===== config.mk =====
export PLATFORM = sky130hd
export DESIGN_NAME = ras_predictor
export DESIGN_NICKNAME = d
export VERILOG_FILES = /design/src/rtl/ras_pkg.sv /design/src/rtl/ras_ptr_ctrl.sv /design/src/rtl/ras_store.sv /design/src/rtl/ras_stall_ctrl.sv /design/src/rtl/ras_predictor.sv
export SDC_FILE = /design/constraint.sdc
export NUM_CORES = 1
export LEC_CHECK = 0
export ABC_CLOCK_PERIOD_IN_PS = 5100
export CAP_MARGIN = 10
export CORE_MARGIN = 3
export CORE_UTILIZATION = 45
export CTS_CLUSTER_SIZE = 24
export DETAILED_ROUTE_END_ITERATION = 10
export PLACE_DENSITY_LB_ADDON = 0.15
export SYNTH_ARGS = -nofsm -noshare
export SYNTH_HDL_FRONTEND = slang
export SYNTH_SLANG_ARGS = --single-unit

===== constraint.sdc =====
create_clock -name clk -period 5.1 [get_ports clk]
set_input_delay 1.275 -clock clk [delete_from_list [all_inputs] [get_ports clk]]
set_output_delay 1.275 -clock clk [all_outputs]
set_load 0.005 [all_outputs]

===== src/rtl/ras_pkg.sv =====
package ras_pkg;

    // Operation chosen for one cycle after priority among the strobes
    typedef enum logic [1:0] {
        OP_IDLE = 2'd0,
        OP_PUSH = 2'd1,
        OP_POP  = 2'd2,
        OP_HALT = 2'd3
    } ras_op_e;

    // Distance from a call to its return point: call plus delay slot
    localparam int unsigned LINK_OFFSET = 8;

    // Priority: call, then link-register return, then other indirect jump
    function automatic ras_op_e pick_op(input logic call_s, input logic ret_s,
                                        input logic ijmp_s);
        if (call_s)      return OP_PUSH;
        else if (ret_s)  return OP_POP;
        else if (ijmp_s) return OP_HALT;
        else             return OP_IDLE;
    endfunction

    // Ring pointer helpers for a buffer of n slots
    function automatic int unsigned ring_inc(input int unsigned p, input int unsigned n);
        return (p + 1 >= n) ? 0 : p + 1;
    endfunction

    function automatic int unsigned ring_dec(input int unsigned p, input int unsigned n);
        return (p == 0) ? n - 1 : p - 1;
    endfunction

endpackage


===== src/rtl/ras_ptr_ctrl.sv =====
module ras_ptr_ctrl
    import ras_pkg::*;
#(
    parameter int DEPTH = 8,
    localparam int PTR_W = (DEPTH > 1) ? $clog2(DEPTH) : 1,
    localparam int CNT_W = $clog2(DEPTH + 1)
) (
    input  logic             clk,
    input  logic             rst,
    input  ras_op_e          op,
    output logic [PTR_W-1:0] top_ptr,
    output logic [PTR_W-1:0] push_ptr,
    output logic             live
);

    localparam logic [CNT_W-1:0] FULL = CNT_W'(DEPTH);

    logic [CNT_W-1:0] fill;
    logic [PTR_W-1:0] prev_ptr;

    assign push_ptr = PTR_W'(ring_inc(32'(top_ptr), DEPTH));
    assign prev_ptr = PTR_W'(ring_dec(32'(top_ptr), DEPTH));
    assign live     = (fill != '0);

    always_ff @(posedge clk) begin
        if (rst) begin
            top_ptr <= '0;
            fill    <= '0;
        end else begin
            case (op)
                OP_PUSH: begin
                    top_ptr <= push_ptr;
                    if (fill != FULL) fill <= fill + 1'b1;
                end
                OP_POP: begin
                    if (live) begin
                        top_ptr <= prev_ptr;
                        fill    <= fill - 1'b1;
                    end
                end
                default: ;
            endcase
        end
    end

    p_fill_bound_r3: assert property (@(posedge clk) disable iff (rst)
        fill <= FULL);

    p_full_stays_full_r3: assert property (@(posedge clk) disable iff (rst)
        (op == OP_PUSH && fill == FULL) |=> (fill == FULL));

    p_empty_pop_still_r6: assert property (@(posedge clk) disable iff (rst)
        (op == OP_POP && fill == '0) |=> (top_ptr == $past(top_ptr) && fill == '0));

    p_push_advances_r1: assert property (@(posedge clk) disable iff (rst)
        (op == OP_PUSH) |=> (top_ptr == $past(push_ptr)));

endmodule


===== src/rtl/ras_store.sv =====
module ras_store #(
    parameter int DEPTH  = 8,
    parameter int ADDR_W = 32,
    localparam int PTR_W = (DEPTH > 1) ? $clog2(DEPTH) : 1
) (
    input  logic              clk,
    input  logic              rst,
    input  logic              wr_en,
    input  logic [PTR_W-1:0]  wr_slot,
    input  logic [ADDR_W-1:0] wr_data,
    input  logic [PTR_W-1:0]  rd_slot,
    output logic [ADDR_W-1:0] rd_data
);

    logic [ADDR_W-1:0] slot_q [DEPTH];

    for (genvar g = 0; g < DEPTH; g++) begin : g_slot
        always_ff @(posedge clk) begin
            if (rst)
                slot_q[g] <= '0;
            else if (wr_en && wr_slot == PTR_W'(g))
                slot_q[g] <= wr_data;
        end
    end

    assign rd_data = slot_q[rd_slot];

endmodule


===== src/rtl/ras_stall_ctrl.sv =====
module ras_stall_ctrl (
    input  logic clk,
    input  logic rst,
    input  logic halt_req,
    input  logic resolved,
    output logic stall
);

    always_ff @(posedge clk) begin
        if (rst)           stall <= 1'b0;
        else if (halt_req) stall <= 1'b1;
        else if (resolved) stall <= 1'b0;
    end

    p_stall_rise_r4: assert property (@(posedge clk) disable iff (rst)
        halt_req |=> stall);

    p_stall_hold_r5: assert property (@(posedge clk) disable iff (rst)
        (stall && !resolved) |=> stall);

    p_stall_release_r5: assert property (@(posedge clk) disable iff (rst)
        (resolved && !halt_req) |=> !stall);

endmodule


===== src/rtl/ras_predictor.sv =====
module ras_predictor
    import ras_pkg::*;
#(
    parameter int DEPTH  = 8,
    parameter int ADDR_W = 32
) (
    input  logic              clk,
    input  logic              rst,
    input  logic              call_vld,
    input  logic [ADDR_W-1:0] call_pc,
    input  logic              ret_vld,
    input  logic              ijmp_vld,
    input  logic              target_resolved,
    output logic              ret_pred_vld,
    output logic [ADDR_W-1:0] ret_pred_target,
    output logic              fetch_stall
);

    localparam int PTR_W = (DEPTH > 1) ? $clog2(DEPTH) : 1;

    ras_op_e           op;
    logic [PTR_W-1:0]  top_ptr;
    logic [PTR_W-1:0]  push_ptr;
    logic              live;
    logic [ADDR_W-1:0] link_addr;
    logic [ADDR_W-1:0] top_data;

    assign op        = pick_op(call_vld, ret_vld, ijmp_vld);
    assign link_addr = call_pc + ADDR_W'(LINK_OFFSET);

    ras_ptr_ctrl #(.DEPTH(DEPTH)) u_ptr (
        .clk      (clk),
        .rst      (rst),
        .op       (op),
        .top_ptr  (top_ptr),
        .push_ptr (push_ptr),
        .live     (live)
    );

    ras_store #(.DEPTH(DEPTH), .ADDR_W(ADDR_W)) u_store (
        .clk     (clk),
        .rst     (rst),
        .wr_en   (op == OP_PUSH),
        .wr_slot (push_ptr),
        .wr_data (link_addr),
        .rd_slot (top_ptr),
        .rd_data (top_data)
    );

    ras_stall_ctrl u_stall (
        .clk      (clk),
        .rst      (rst),
        .halt_req (op == OP_HALT),
        .resolved (target_resolved),
        .stall    (fetch_stall)
    );

    always_ff @(posedge clk) begin
        if (rst) begin
            ret_pred_vld    <= 1'b0;
            ret_pred_target <= '0;
        end else begin
            ret_pred_vld <= (op == OP_POP) && live;
            if (op == OP_POP) ret_pred_target <= top_data;
        end
    end

    p_push_lands_on_top_r1: assert property (@(posedge clk) disable iff (rst)
        (op == OP_PUSH) |=> (top_data == $past(link_addr)));

    p_push_then_pop_r2: assert property (@(posedge clk) disable iff (rst)
        (op == OP_PUSH) ##1 (op == OP_POP) |=>
            (ret_pred_vld && ret_pred_target == $past(link_addr, 2)));

    p_call_beats_ret_r7: assert property (@(posedge clk) disable iff (rst)
        (call_vld && ret_vld) |=> !ret_pred_vld);

    p_call_blocks_halt_r7: assert property (@(posedge clk) disable iff (rst)
        (call_vld && ijmp_vld && !fetch_stall) |=> !fetch_stall);

    p_pulse_only_r8: assert property (@(posedge clk) disable iff (rst)
        !ret_vld |=> !ret_pred_vld);

    p_empty_no_valid_r6: assert property (@(posedge clk) disable iff (rst)
        (ret_vld && !call_vld && !live) |=> !ret_pred_vld);

endmodule


==> flow_metrics.env, run 1 <==
export IMPL_leakage_nw=5.73
export IMPL_first_global_vias=9710
export IMPL_cts_reportedPaths_clkPinSlew_ns=0.06
export IMPL_hpwl_um=23100
export IMPL_routabilityCongestion=0.798
export IMPL_cp_max_fo=65
export IMPL_cts_setup_buffers=0
export IMPL_die_area_um2=33500
export IMPL_clock_latency_ns=0.50
export IMPL_grt_pass1_wl_um=58900
export IMPL_cts_buffers=34
export IMPL_crit_type="register to register"
export IMPL_htreeDepth=2
export IMPL_crit_family="simple AND/OR/NAND/NOR gates"
export IMPL_async_flop_share_pct=0
export IMPL_status="complete, no violations"
export IMPL_viasPerCell=5.95
export IMPL_power_density_nw_per_um2=372
export IMPL_holdBufCountCts=0
export IMPL_overflow=0
export IMPL_slowest_stage="nor2b_1"
export IMPL_synth_nets=1251
export IMPL_nNetsFinal=1291
export IMPL_ys_types=52
export IMPL_fin_util_pct=53.1
export IMPL_syn_area_um2=14100
export IMPL_start_util_pct=45.8
export IMPL_yosysWarnings=0
export IMPL_drt_initial_drc_count=845
export IMPL_grt_max_degree=135
export IMPL_remaining_drc_errors=0
export IMPL_cp_end_kind="register"
export IMPL_rsz0062_at_grt="no"
export IMPL_fmax_mhz=256
export IMPL_crit_required_ns=5.31
export IMPL_worst_endpoint_arrival_ns=4.12
export IMPL_regArea_um2=8510
export IMPL_use_met2_pct=38.3
export IMPL_synth_seq_cells=297
export IMPL_critPathMaxStageDelay_ns=0.77
export IMPL_worstSetupStartpointType="register"
export IMPL_timing_slew_headroom_pct=31.3
export IMPL_fin_skew_ns=0.0100
export IMPL_wl_per_cell_um=23.5
export IMPL_synth_cells=1205
export IMPL_synthFlopType="edfxtp_1"
export IMPL_worstMarginPinSlew_ns=1.03
export IMPL_fill_cells=2653
export IMPL_use_met3_pct=3.37
export IMPL_antenna_found_initial=0
export IMPL_firstDrtPassIters=5
export IMPL_slew_viol_final=0
export IMPL_vias=9919
export IMPL_ant_nets=0
export IMPL_port_buffers=71
export IMPL_final_common_cell="edfxtp_1"
export IMPL_power_mw=6.08
export IMPL_die_width_um=183
export IMPL_cap_violations=0
export IMPL_final_cell_mix="edfxtp_1, mux2i_1, nor2_1"
export IMPL_clockBufferDepth=3
export IMPL_finalCriticalPeriod_ns=3.90
export IMPL_core_area_um2=30700
export IMPL_syn_to_final_growth_pct=15.9
export IMPL_cts_resized=0
export IMPL_cts_sinks=297
export IMPL_root_buffer="clkbuf_16"
export IMPL_synth_edf_count=256
export IMPL_fin_crit_sh_pct=76.6
export IMPL_fp_row_count=64
export IMPL_drt_wl_total_um=39200
export IMPL_irDropWorstVdd_mv=0.208
export IMPL_top_usage_layer="met2"
export IMPL_multiInputGateArea_um2=5240
export IMPL_hold_viol=0
export IMPL_io_pins=72
export IMPL_hp_class="register to register"
export IMPL_antenna_cells=0
export IMPL_cts_tree="yes"
export IMPL_grtUsageTotal_pct=23.1
export IMPL_cpMostUsedCell="buf_4"
export IMPL_postSynthAreaPerCell_um2=11.7
export IMPL_use_met1_pct=32.0
export IMPL_chipHeight_um=183
export IMPL_yosysSeqAreaShare_pct=60.4
export IMPL_crit_buf_inv=2
export IMPL_fin_setup_tns_ns=0
export IMPL_setup_viol=0
export IMPL_cp_cell_sequence="ha_1 > nor2b_1 > a21o_2 > buf_4 > nand3_1 > nand2_2 > buf_4"
export IMPL_final_layout_size_suffix_gt1_share_pct=9.76
cell families after synthesis:
group | synth area share [%]
buf+inv | 3.17
xor+xnor | 0.808
mux | 10.9
flops | 60.4
fa+ha+maj | 0.710
compound gates | 10.3
simple gates | 13.8
power breakdown:
part,switching (mW),internal (mW),leakage (nW)
registers,0.0647,2.82,3.00
logic,0.557,0.298,2.21
clock network,0.941,1.40,0.519
total,1.56,4.52,5.73
stage by stage:
stage | instances | worst slack [ns] | cell area, um2 | hold WS [ns]
3_3_place_gp | 1605 | 0.873 | 15300 | 0.490
3_5_place_dp | 1605 | 0.744 | 15300 | 0.496
5_1_grt | 1667 | 0.917 | 16300 | 0.558
6_report | 1667 | 1.20 | 16300 | 0.508
2_1_floorplan | 1205 | 0.672 | 14100 | 0.502
4_1_cts | 1667 | 1.20 | 16300 | 0.516
flip-flops by register name (all words and copies together), names as in the netlist:
| register | cells |
|---|---|
| u_ptr.top_ptr | 3 |
| ret_pred_vld | 1 |
| u_ptr.fill | 4 |
| u_store.slot_q | 256 |
| u_stall.stall | 1 |
| ret_pred_target | 32 |
metal layers:
| metal | routed length, um | up-vias |
|---|---|---|
| met4 | 909 | 0 |
| met5 | 0 | - |
| met2 | 18900 | 371 |
| met3 | 2630 | 70 |
| li1 | - | 4613 |
| met1 | 16700 | 4865 |
worst reg2reg max path, delay by kind of cell (launching register included):
kind	cells	cell delay, ns
AO/OA/AOI/OAI	1	0.34
buffers and inverters	2	0.85
flip-flops	1	0.56
AND/OR/NAND/NOR	3	1.58
adder cells (fa/ha/maj)	1	0.28
final timing paths:
path	slack, ns	from	to	depth (start not counted)
hold reg to reg	0.51	ret_pred_target[6]$_SDFFE_PP0N_	ret_pred_target[6]$_SDFFE_PP0N_	2
setup reg to reg	1.20	u_ptr.top_ptr[1]$_SDFFE_PP0P_	u_store.slot_q[6][16]$_SDFFCE_PN0P_	7
hold / removal	0.51	ret_pred_target[6]$_SDFFE_PP0N_	ret_pred_target[6]$_SDFFE_PP0N_	2
setup / recovery	1.20	u_ptr.top_ptr[1]$_SDFFE_PP0P_	u_store.slot_q[6][16]$_SDFFCE_PN0P_	7
cell usage after synthesis (all sizes together) (3+ instances only):
library cell	n	area share [%]
and3	17	0.75
edfxtp	256	55
a2111o	4	0.32
nor2	149	4.0
o41ai	3	0.24
a2111oi	5	0.49
nand2b	8	0.36
nand2	47	1.3
ha	8	0.71
or4	21	1.1
nand4	11	0.68
o31ai	3	0.27
a21oi	91	3.5
inv	6	0.16
nand3b	20	1.1
o22ai	64	2.8
nand3	36	1.3
and2	19	0.84
mux2i	153	11
nor4	4	0.28
clkbuf	80	2.1
and4	4	0.25
xnor2	5	0.31
buf	25	0.88
xor2	8	0.50
o21ai	61	2.2
nor3	36	1.3
or3	7	0.31
dfxtp	41	5.8
final cells by class:
class,count,area share [%]
Sequential cell,297,52.1
Inverter,6,0.138
Clock inverter,8,0.383
Timing Repair Buffer,109,6.17
Tap cell,396,3.03
Clock buffer,54,6.12
Multi-Input combinational cell,797,32.1
Note: power is estimated with default switching activity, not from simulation.
==> run 2, diff against run 1 <==
Settings changed: ABC_CLOCK_PERIOD_IN_PS 5100 to 3150.
Clock period 5.1 ns to 3.15 ns, I/O delays scaled along.
==> run 2 against run 1 <==
Compared with the run above:
- combinational power rose by 78%
- die area unchanged
- global-route usage grew 0.45 points
- total power is 64% higher
- wire length up 1.1%
- critical endpoint is now u_store.slot_q[2][31]$_SDFFCE_PN0P_
- utilization grew 2.3 points
- via count grew 3.3%
- setup slack got worse by 0.76 ns
- sequential share of layout area fell by 2.2 points
- clock skew rose by 0.0076 ns
- first-iteration DRC count is 21% higher
- largest cell class unchanged
==> flow_metrics.env, run 2 (synthesized netlist as in run 1, its figures left out) <==
export IMPL_chipHeight_um=183
export IMPL_grt_max_degree=131
export IMPL_power_density_nw_per_um2=584
export IMPL_internal_power_mw=7.38
export IMPL_dp_cells=1677
export IMPL_crit_required_ns=3.51
export IMPL_vias=10200
export IMPL_regArea_um2=8510
export IMPL_worst_endpoint_arrival_ns=3.08
export IMPL_viasPerCell=5.89
export IMPL_cts_tree="yes"
export IMPL_hpwl_um=24000
export IMPL_firstDrtPassIters=5
export IMPL_drt_initial_drc_count=1026
export IMPL_die_area_um2=33500
export IMPL_top_regs="u_store.slot_q: 256 flops, ret_pred_target: 32 flops, u_ptr.fill: 4 flops"
export IMPL_leakage_nw=6.15
export IMPL_timing_slew_headroom_pct=32.7
export IMPL_seqPwrFrac_pct=46.8
export IMPL_grt_pass1_wl_um=60000
export IMPL_final_instance_count_excl_fill=1739
export IMPL_cts_buffers=34
export IMPL_regMostFlops="u_store.slot_q"
export IMPL_multiInputGateArea_um2=5200
export IMPL_io_pins=72
export IMPL_core_area_um2=30700
export IMPL_syn_to_final_growth_pct=21.0
export IMPL_clock_latency_ns=0.52
export IMPL_largest_reg_flops=256
export IMPL_cp_end_kind="register"
export IMPL_root_buffer="clkbuf_16"
export IMPL_cts_sinks=297
export IMPL_critPathMaxStageDelay_ns=0.66
export IMPL_final_common_cell="edfxtp_1"
export IMPL_fill_cells=2622
export IMPL_fin_crit_sh_pct=86.3
export IMPL_holdBufCountCts=0
export IMPL_antenna_cells=0
export IMPL_first_global_vias=10000
export IMPL_status="complete, no violations"
export IMPL_die_width_um=183
export IMPL_use_met1_pct=33.2
export IMPL_rsz0062_at_grt="no"
export IMPL_drt_wl_total_um=39600
export IMPL_cp_cell_sequence="clkdlybuf4s50_1 > nand4_2 > or4_1 > or3_1 > a21oi_2"
export IMPL_routabilityCongestion=0.818
export IMPL_wl_per_cell_um=22.8
export IMPL_finalCriticalPeriod_ns=2.72
export IMPL_crit_type="input pin to register"
export IMPL_worstMarginPinSlew_ns=1.01
export IMPL_setup_viol=0
export IMPL_ant_nets=0
export IMPL_final_layout_size_suffix_gt1_share_pct=14.9
export IMPL_slew_viol_final=0
export IMPL_htreeDepth=2
export IMPL_final_cell_mix="edfxtp_1, mux2i_1, nor2_1"
export IMPL_cts_setup_buffers=0
export IMPL_clockPowerShare_pct=37.9
export IMPL_start_util_pct=45.8
export IMPL_nNetsFinal=1363
export IMPL_fmax_mhz=368
export IMPL_cts_resized=0
export IMPL_fin_skew_ns=0.0176
export IMPL_slowest_stage="or4_1"
export IMPL_cts_reportedPaths_clkPinSlew_ns=0.06
export IMPL_remaining_drc_errors=0
export IMPL_hp_class="register to register"
export IMPL_cap_violations=0
export IMPL_dpl_instance_area_um2=16000
export IMPL_switching_power_mw=2.58
export IMPL_power_frac_comb_pct=15.3
export IMPL_hold_viol=0
export IMPL_fin_area_um2=17100
export IMPL_overflow=0
export IMPL_use_met2_pct=38.4
export IMPL_antenna_found_initial=0
export IMPL_crit_buf_inv=1
export IMPL_top_usage_layer="met2"
export IMPL_irDropWorstVdd_mv=0.350
export IMPL_crit_family="simple AND/OR/NAND/NOR gates"
export IMPL_fp_row_count=64
export IMPL_port_buffers=71
export IMPL_worstSetupStartpointType="input pin"
export IMPL_sw_frac_of_total_pct=25.9
export IMPL_use_met3_pct=3.49
export IMPL_grtUsageTotal_pct=23.6
export IMPL_cp_max_fo=8
export IMPL_clockBufferDepth=3
==> run 2: cell types whose count changed in the layout (fill, tap and decap cells not counted), sizes merged <==
cell,change
buf,+72
bufinv,+1
clkbuf,-8
clkinv,+5
inv,+2
==> run 2: worst paths after layout <==
path                                                       start                                  end  slack [ns]  depth (start not counted)
worst max register to register     u_ptr.top_ptr[1]$_SDFFE_PP0P_  u_store.slot_q[4][30]$_SDFFCE_PN0P_        0.74                          6
worst min-delay path            ret_pred_target[15]$_SDFFE_PP0N_     ret_pred_target[15]$_SDFFE_PP0N_        0.51                          2
worst max-delay path                                  call_pc[7]  u_store.slot_q[2][31]$_SDFFCE_PN0P_        0.43                          5
worst min register to register  ret_pred_target[15]$_SDFFE_PP0N_     ret_pred_target[15]$_SDFFE_PP0N_        0.51                          2
==> run 2: metal layers <==
metal / part of all wire [%] / vias to the layer above / wire [um]
met5: 0 / - / 0
met4: 2.4 / 0 / 937
met3: 6.2 / 71 / 2440
met2: 47 / 334 / 18700
met1: 44 / 5094 / 17500
li1: - / 4743 / -
==> run 2: power by group through the flow <==
stage / combinational (mW) / clock [mW] / sequential (mW)
6_report: 1.52 / 3.77 / 4.66
5_1_grt: 1.63 / 4.00 / 4.69
4_1_cts: 1.52 / 3.83 / 4.66
3_5_place_dp: 1.52 / 0 / 4.74
3_3_place_gp: 1.51 / 0 / 4.73
2_1_floorplan: 0.862 / 0 / 4.73
==> run 2: area by class of cell <==
cell class	count	share of cell area, %
sequential	297	49.9
multi-input combinational	797	30.5
inverter	6	0.132
clock inverter	16	0.865
timing repair buffer	181	10.3
clock buffer	46	5.37
tap	396	2.90
==> run 2: worst reg2reg max path, delay by kind of cell, from the launching register on <==
kind,cells,cell delay (ns)
DFF,1,0.41
and+or+nand+nor,1,0.15
buffers and inverters,1,0.43
AOI/OAI and AO/OA,2,0.89
muxes,1,0.14
adders and majority gates,1,0.25
==> run 2: through the flow <==
| step | total power [mW] | setup TNS, ns | utilization (%) | hold WS, ns | worst slack [ns] |
|---|---|---|---|---|---|
| 6_report | 9.96 | 0 | 55.5 | 0.507 | 0.432 |
| 5_1_grt | 10.3 | 0 | 55.5 | 0.536 | 0.380 |
| 4_1_cts | 10.0 | 0 | 55.5 | 0.514 | 0.523 |
| 3_5_place_dp | 6.26 | 0 | 52.0 | 0.495 | 0.00413 |
| 3_3_place_gp | 6.24 | 0 | 52.0 | 0.490 | 0.0226 |
| 2_1_floorplan | 5.59 | -21.33 | - | 0.502 | -0.167 |
==> run 3, diff against run 2 <==
Settings changed: PLACE_DENSITY set to 0.64, PLACE_DENSITY_LB_ADDON 0.15 to not set.
==> run 3 against run 2 <==
Compared with the run above:
- cell area shrank 0.35%
- hold slack better by 0.0018 ns
- global-route usage fell by 0.31 points
- cell count increased by 0.23%
- largest cell class unchanged
==> flow_metrics.env, run 3 (synthesized netlist as in run 1, its figures left out) <==
export IMPL_antenna_found_initial=0
export IMPL_dpl_worst_slack_ns=0.0193
export IMPL_cts_tree="yes"
export IMPL_holdBufCountCts=0
export IMPL_whs_path_depth=2
export IMPL_rsz0062_at_grt="no"
export IMPL_syn_to_final_growth_pct=20.6
export IMPL_fill_cells=2623
export IMPL_multiInputGateArea_um2=5200
export IMPL_core_area_um2=30700
export IMPL_drt_initial_drc_count=962
export IMPL_grtUsageTotal_pct=23.2
export IMPL_setup_viol=0
export IMPL_nNetsFinal=1367
export IMPL_cp_max_fo=24
export IMPL_start_util_pct=45.8
export IMPL_viasPerCell=5.92
export IMPL_status="complete, no violations"
export IMPL_cp_end_kind="register"
export IMPL_fin_hold_ws_ns=0.509
export IMPL_cts_reportedPaths_clkPinSlew_ns=0.06
export IMPL_wl_per_cell_um=22.5
export IMPL_power_mw=10.1
export IMPL_die_width_um=183
export IMPL_cts_resized=0
export IMPL_grt_pass1_wl_um=59600
export IMPL_power_density_nw_per_um2=596
export IMPL_cts_buffers=34
export IMPL_final_layout_size_suffix_gt1_share_pct=15.3
export IMPL_leakage_nw=6.16
export IMPL_slew_viol_final=0
export IMPL_ant_nets=0
export IMPL_fin_area_um2=17000
export IMPL_chipHeight_um=183
export IMPL_hold_viol=0
export IMPL_clockBufferDepth=3
export IMPL_cts_sinks=297
export IMPL_hp_class="register to register"
export IMPL_firstDrtPassIters=5
export IMPL_first_global_vias=10300
export IMPL_crit_type="register to register"
export IMPL_routabilityCongestion=0.838
export IMPL_worstSetupStartpointType="register"
export IMPL_fin_crit_sh_pct=89.7
export IMPL_io_pins=72
export IMPL_dpl_instance_area_um2=15900
export IMPL_crit_required_ns=3.29
export IMPL_overflow=0
export IMPL_fin_skew_ns=0.0246
export IMPL_timing_slew_headroom_pct=31.8
export IMPL_final_common_cell="edfxtp_1"
export IMPL_setup_ws_ns=0.325
export IMPL_grt_max_degree=131
export IMPL_hpwl_um=23700
export IMPL_regMostFlops="u_store.slot_q"
export IMPL_irDropWorstVdd_mv=0.310
export IMPL_remaining_drc_errors=0
export IMPL_vias=10300
export IMPL_regArea_um2=8510
export IMPL_clock_latency_ns=0.52
export IMPL_port_buffers=71
export IMPL_drt_wl_total_um=39300
export IMPL_worstMarginPinSlew_ns=1.02
export IMPL_top_regs="u_store.slot_q: 256 flops, ret_pred_target: 32 flops, u_ptr.fill: 4 flops"
export IMPL_root_buffer="clkbuf_16"
export IMPL_worst_endpoint_arrival_ns=2.97
export IMPL_die_area_um2=33500
export IMPL_fp_row_count=64
export IMPL_htreeDepth=2
export IMPL_cts_setup_buffers=0
export IMPL_final_cell_mix="edfxtp_1, mux2i_1, nor2_1"
export IMPL_fmax_mhz=354
export IMPL_largest_reg_flops=256
export IMPL_finalCriticalPeriod_ns=2.83
export IMPL_reg2reg_depth=6
export IMPL_antenna_cells=0
export IMPL_cap_violations=0
run 3: cell count changes in the layout (fill, tap and decap cells not counted), sizes merged:
cell    delta
buf        +4
bufinv     +3
clkbuf     -6
clkinv     +1
inv        +2
run 3: worst paths after layout:
kind | startpoint | to | slack, ns
setup / recovery | u_ptr.top_ptr[1]$_SDFFE_PP0P_ | u_store.slot_q[5][6]$_SDFFCE_PN0P_ | 0.32
hold / removal | ret_pred_target[13]$_SDFFE_PP0N_ | ret_pred_target[13]$_SDFFE_PP0N_ | 0.51
setup reg to reg | u_ptr.top_ptr[1]$_SDFFE_PP0P_ | u_store.slot_q[5][6]$_SDFFCE_PN0P_ | 0.32
hold reg to reg | ret_pred_target[13]$_SDFFE_PP0N_ | ret_pred_target[13]$_SDFFE_PP0N_ | 0.51
run 3: layer usage:
layer | wire (um) | global-route usage, % | share of wire [%] | up-vias
li1 | - | - | - | 4770
met1 | 16200 | 30.8 | 41 | 5048
met2 | 19300 | 39.5 | 49 | 406
met3 | 2610 | 3.47 | 6.7 | 89
met4 | 1060 | 7.77 | 2.7 | 0
met5 | 0 | 0 | 0 | -
run 3: critical path, cell delays in order (launching register included):
cell	delay, ns
dfxtp_1	0.51
ha_1	0.24
nor2b_1	0.63
a21o_2	0.41
nand3_1	0.14
nand2_2	0.10
buf_4	0.42
run 3: metrics by stage:
step | cells | TNS (ns) | utilization [%]
finish | 1743 | 0 | 55.3
global route | 1743 | 0 | 55.3
CTS | 1743 | 0 | 55.3
detailed placement | 1681 | 0 | 51.6
global placement | 1681 | 0 | 51.6
floorplan | 1205 | -21.33 | -
run 3: final cells by class:
cell class	count	area share [%]
clock inverter	22	1.47
tap	396	2.91
sequential	297	50.1
clock buffer	40	5.14
multi-input combinational	797	30.6
timing repair buffer	185	9.66
inverter	6	0.132
run 3: where the power goes:
| part | internal [mW] | switching [mW] | total (mW) |
|---|---|---|---|
| Combinational | 0.567 | 0.912 | 1.48 |
| Clock | 2.41 | 1.57 | 3.98 |
| Sequential | 4.57 | 0.103 | 4.67 |
